[src/rtl/fetch_useq.sv]
module fetch_useq #(
  parameter int W = 16,
  parameter int SW = 6
) (
  input  logic         clk,
  input  logic         rst,
  input  logic [W-1:0] mem_rdata,
  input  logic         mem_ready,
  output logic [W-1:0] mem_addr,
  output logic         mem_rd,
  output logic [W-1:0] ir_q,
  output logic [W-1:0] pc_q
);
  localparam logic [SW-1:0] S_ADDR = SW'(18);
  localparam logic [SW-1:0] S_READ = SW'(33);
  localparam logic [SW-1:0] S_INSN = SW'(35);
  localparam int CW = 7;

  logic [SW-1:0] state, state_nx;
  logic [CW-1:0] cword;
  logic          ld_mar, ld_pc, ld_mdr, ld_ir;
  logic [1:0]    pc_sel;
  logic [W-1:0]  mar, mdr, pc_in;

  always_comb begin
    cword = '0;
    case (state)
      S_ADDR: cword = 7'b1100_0_00;
      S_READ: cword = 7'b0010_1_00;
      S_INSN: cword = 7'b0001_0_00;
      default: cword = '0;
    endcase
  end

  assign {ld_mar, ld_pc, ld_mdr, ld_ir, mem_rd, pc_sel} = cword;

  always_comb begin
    case (state)
      S_ADDR:  state_nx = S_READ;
      S_READ:  state_nx = mem_ready ? S_INSN : S_READ;
      default: state_nx = S_ADDR;
    endcase
  end

  always_comb begin
    case (pc_sel)
      2'b00:   pc_in = pc_q + W'(1);
      2'b01:   pc_in = '0;
      2'b10:   pc_in = '0;
      default: pc_in = pc_q;
    endcase
  end

  always_ff @(posedge clk) begin
    if (rst) begin
      state <= S_ADDR;
      pc_q  <= '0;
      mar   <= '0;
      mdr   <= '0;
      ir_q  <= '0;
    end else begin
      state <= state_nx;
      if (ld_pc)  pc_q <= pc_in;
      if (ld_mar) mar  <= pc_q;
      if (ld_mdr) mdr  <= mem_rdata;
      if (ld_ir)  ir_q <= mdr;
    end
  end

  assign mem_addr = mar;
endmodule

[config.mk]
export PLATFORM = sky130hd
export DESIGN_NAME = fetch_useq
export DESIGN_NICKNAME = d
export VERILOG_FILES = /design/src/rtl/fetch_useq.sv
export SDC_FILE = /design/constraint.sdc
export NUM_CORES = 1
export LEC_CHECK = 0
export CORE_ASPECT_RATIO = 1.25
export CORE_MARGIN = 8
export CORE_UTILIZATION = 47
export DETAILED_ROUTE_END_ITERATION = 6
export PLACE_DENSITY = 0.78
export SLEW_MARGIN = 20
export SYNTH_ARGS = -nofsm -noshare
export SYNTH_HDL_FRONTEND = slang
export SYNTH_SLANG_ARGS = --single-unit
[constraint.sdc]
create_clock -name clk -period 2.5 [get_ports clk]
set_clock_uncertainty 0.1 [all_clocks]
set_input_delay 0.75 -clock clk [delete_from_list [all_inputs] [get_ports clk]]
set_output_delay 0.75 -clock clk [all_outputs]
set_load 0.02 [all_outputs]
# Word-level counts from Yosys, hierarchy flattened
# Cells that the tools add are included.
totals:
  output_inout_bits: 49
  reg_bits: 70
  wordCells: 19
  input_bits: 19
op_classes:
  mux: 4
  n_eq_ne: 5
  reduce_logical: 4
  addsub: 1
ops:
  columns: ["op", "count"]
  rows:
  - ["16-bit one-hot mux with 2 select lines", 1]
  - ["7-bit one-hot mux with 3 select lines", 1]
  - ["16-bit by 1-bit adder with 16-bit output (second input constant)", 1]
  - ["6-bit equality test (second input constant)", 2]
  - ["6-bit one-hot mux with 2 select lines", 1]
  - ["6-bit by 5-bit equality test with 1-bit output (second input constant)", 1]
  - ["2-bit by 1-bit equality test with 1-bit output (second input constant)", 1]
  - ["2-bit equality test (second input constant)", 1]
  - ["2-bit zero test", 1]
  - ["2-bit 2-to-1 mux", 1]
  - ["2-bit AND reduction", 1]
  - ["2-bit nonzero test", 1]
  - ["2-bit OR reduction", 1]

# Longest topological paths before layout
depth:
  word_depth: 6
  ltp_mapped: 6
  mapped_depth_nobuf: 5

# Worst setup path before layout
# No wires, ideal clock.
synth_timing:
  kind: "reg-to-output"
  startpoint: "register state[0]"
  endpoint: "output port mem_rd"
  stages_incl_launch_ff: 5
  n_path_buf: 2
  t_arrival_ns: 1.259
  setup_slack_ns: 0.391
  required_time_ns: 1.650
  cell_sequence: "dfxtp_1 or3b_2 buf_2 clkinv_1 buf_4"
synth_via:
  elab_chain_len: 2
  word_cells_on_any_way: 4
  classes_between: "3 x eq/ne; 1 x mux"
synth_rtl:
  columns: ["element", "line_no", "rtl"]
  rows:
  - ["from (decl)", "19", "logic [SW-1:0] state, state_nx;"]
  - ["from (signal assigned)", "62", "state <= state_nx;"]
  - ["6-bit equality test / 6-bit by 5-bit equality test with 1-bit output (equally long branches)", "27", "case (state)"]
  - ["7-bit one-hot mux with 3 select lines *", "27", null]
  - ["to (decl)", "10", "output logic mem_rd,"]
# Every way passes the cells marked *; elsewhere a longest branch is shown, timed or not.

# Worst setup path in the final report
layout_timing:
  startpoint: "register state[1]"
  endpoint: "output port mem_rd"
# Same word-level chain as after synthesis.

==> results by group <==
Outcome
  – Outcome: completed

Timing
  – Setup Total Neg Slack: 0 ns
  – Unrepaired setup endpoints after global routing: false
  – Worst path setup slack after routing: roughly 0.11 ns
  – Tightest Pin Transition: 0.679 ns
  – Relative slew slack: 0.546
  – Maximum clock frequency: 419 MHz
  – Final clock period utilization by the worst path: 0.955
  – Slew Limit Fails: 0
  – Final setup violation count: 0
  – Final hold slack: between 0.3 and 0.4 ns
  – Final critical path time including I/O delays and setup: ~2.4 ns
  – Final Hold Violating Endpoints: 0

CTS
  – TritonCTS clock tree: built
  – H-tree level count: 3
  – Resized Gates After CTS: 1
  – Clk sink count: 67
  – Clock transition time at the flip-flop clock pins of the worst setup and hold paths: roughly 0.060 ns
  – Number of buffers inserted to repair setup after CTS: 0
  – Number of hold buffers added after cts: 0
  – Clk_lat worst skew: 0.35 ns
  – Maximum count of clock buffers along a single path: 2
  – CTS root buf: sky130_fd_sc_hd__clkbuf_8
  – Inserted Clock Buffers: 9

Power and ir drop
  – Share of total power in sequential cells: 0.506
  – Leakage dissipation: around 1.2 nW
  – Worst VDD drop: 0.000353 V
  – Switch share: 0.283
  – Internal portion of total power: 0.00163 W
  – Sw power: 0.000643 W
  – Total Power Consumption: 0.00227 W
  – Comb power frac: 0.160
  – Clock network fraction of design power: 0.334
  – Total power per unit cell area: 669 mW/mm^2

Placement
  – Global placement routability congestion: 0.720
  – DP Worst Slack: 0.204 ns
  – Buffers on Ports: 67
  – Number of instances in the placed design: around 420
  – Final HPWL DP: 4.09 mm

Yosys
  – Unique cell type count in the Yosys netlist: 33
  – Number of synthesized register bits: 67
  – Mean cell area of the mapped netlist: 8.28 um^2
  – Synth Instances: about 300
  – Top cells by area in the synthesized netlist: sky130_fd_sc_hd__dfxtp_1 (54%), sky130_fd_sc_hd__nand2_1 (15%), sky130_fd_sc_hd__a21oi_1 (11%), sky130_fd_sc_hd__xnor2_1 (2.5%), sky130_fd_sc_hd__clkbuf_1 (2.0%)
  – Total nets after synthesis: about 320
  – Post-synthesis cell area: 0.00249 mm^2
  – YS warnings: 0
  – Portion of synthesized cell area occupied by the leading cell type: 0.538
  – Largest area contributor in the netlist: sky130_fd_sc_hd__dfxtp_1
  – Sequential fraction of the synthesis area: 0.538

Flow run
  – Number of max-capacitance violations reported: 0

Die
  – Total I/O pin count: 68
  – Vertical die dimension: 97.4 um
  – Initial core utilization: 0.490
  – Die span in x: between 80 and 90 um
  – Area inside the core boundary: 0.00508 mm^2
  – Site Rows: 29
  – Full die area: 0.00790 mm^2

Global route
  – Number of antenna violations at the first check in global routing: 0
  – Maximum number of pins on one net before global-route repair: 25
  – Number of global-route vias before repair: roughly 2100
  – Global-route wire length before repair: 9.78 mm
  – GR Util All Layers: 0.156
  – Congestion Overflow GR: 0

Critical path
  – Category of the worst setup path launch point: flip-flop
  – Crit path to: mem_rd
  – Data required time at the worst endpoint: 1.65 ns
  – Category of the most critical setup path: flip-flop to output port
  – Endpoint kind of the worst setup timing path: output port
  – Beginning of the worst register-to-register path: pc_q[2]
  – Max Fanout on Critical Path: 2
  – R2r worst-path depth: 4
  – Reg2reg end: pc_q[11]
  – Worst setup startpoint: state[1]
  – Minimum setup slack among reg-to-reg paths: around 0.6 ns
  – Worst endpoint data arrival time: 1.54 ns

Worst hold path
  – Hold_sp: mdr[15]
  – Worst min-delay path category: flip-flop to flip-flop

Detailed routing
  – DRC violation total after the first TritonRoute iteration: 129
  – Total number of vias: ~2200
  – Uppermost routed layer: met4
  – DR WL/cell: 13.3 um
  – Detailed-route wire length: 5.80 mm
  – Remaining DRCs: 0
  – Detailed Routing Iterations Pass 1: 4
  – Met2 wirelength from detailed routing: 2.75 mm
  – Vias per cell: 5.07
  – Metal-1 WL: 2.44 mm
  – Remaining number of nets flagged by the antenna check after routing: 0
  – Length of routed met3 wiring: ~450 um

Finish
  – Highest-count cells in the layout ignoring fill and taps: sky130_fd_sc_hd__nand2_1 (99), sky130_fd_sc_hd__dfxtp_1 (67), sky130_fd_sc_hd__clkdlybuf4s50_1 (65), sky130_fd_sc_hd__a21oi_1 (53), sky130_fd_sc_hd__nor2_1 (12)
  – Antenna Cells: 0
  – Area growth, synth to finish: 36.2%
  – Fillers: ~440
  – Final net count: 391
  – Share of cells above drive strength 1: 0.0747
  – Most frequent standard cell in the layout excluding fill and tap cells: sky130_fd_sc_hd__nand2_1
  – Final instance count without filler cells: 437
-- metal layers --
metal / vias up / track usage
met3: 14 / 0.0509
met2: 58 / 0.251
met5: - / 0
met4: 0 / 0.0952
met1: 1012 / 0.171
li1: 1130 / -
-- power by group through the flow --
stage	Sequential (W)	Combinational, W	Clock (W)
after floorplan	0.00120	0.000178	0
after global placement	0.00117	0.000363	0
after detailed placement	0.00117	0.000370	0
after CTS	0.00115	0.000369	0.000781
after global routing	0.00115	0.000401	0.000823
final	0.00115	0.000362	0.000758
-- layout make-up --
class | instances | area (um^2) | area share
flip-flops and latches | 67 | 1340 | 0.395
multi-input cells | 213 | 1070 | 0.314
repair buffers | 76 | 732 | 0.216
clock buffers | 12 | 145 | 0.0428
well taps | 62 | 77.6 | 0.0229
clock inverters | 3 | 15.0 | 0.00443
inverters | 4 | 15.0 | 0.00443
-- how the worst min path moves through the flow --
stage               cells past startpoint  slack [ns]       end
global placement                        2        0.34  ir_q[10]
finish                                  2        0.35  ir_q[15]
detailed placement                      2        0.35   ir_q[0]
global route                            2        0.37   ir_q[0]
floorplan                               2        0.33   ir_q[0]
CTS                                     2        0.35   ir_q[0]
-- synth_stat cells, drive strengths merged --
| cell type | number |
|---|---|
| nand3b | 2 |
| o21ai | 2 |
| clkinv | 1 |
| or2 | 1 |
| clkbuf | 13 |
| nor2 | 12 |
| nand4 | 4 |
| nand2b | 1 |
| nor3 | 1 |
| and3 | 2 |
| nand2 | 99 |
| nand4b | 1 |
| nand3 | 7 |
| and3b | 2 |
| nor4 | 4 |
| a21oi | 53 |
| and4 | 1 |
| dfxtp | 67 |
| o31ai | 2 |
| mux2 | 2 |
| nor2b | 2 |
| xor2 | 3 |
| or4 | 2 |
| buf | 4 |
| ha | 1 |
| or3b | 1 |
| and4b | 1 |
| xnor2 | 7 |
| inv | 3 |
-- sequential cells by signal, summed over array words and instances, names as in the netlist --
name	cells
mdr	16
ir_q	16
mem_addr	16
state	3
pc_q	16
-- through the flow --
step	cell area, um^2	utilization
6_report	3390	0.668
3_5_place_dp	3230	0.636
3_3_place_gp	3230	0.636
5_1_grt	3390	0.668
2_1_floorplan	2490	-
4_1_cts	3390	0.668
-- kinds of logic after synthesis --
group / Yosys count / synth area share
xor+xnor: 10 / 0.0352
simple gates: 143 / 0.262
mux: 2 / 0.00904
fa+ha+maj: 1 / 0.00502
buf+inv: 21 / 0.0337
flops: 67 / 0.538
compound gates: 57 / 0.117
-- critical path: stages (launching register included) --
cell	delay [ns]
sky130_fd_sc_hd__dfxtp_1	0.31
sky130_fd_sc_hd__or3b_2	0.48
sky130_fd_sc_hd__clkinv_1	0.08
sky130_fd_sc_hd__dlygate4sd2_1	0.33
No activity file was read; power rests on OpenSTA's default activity.
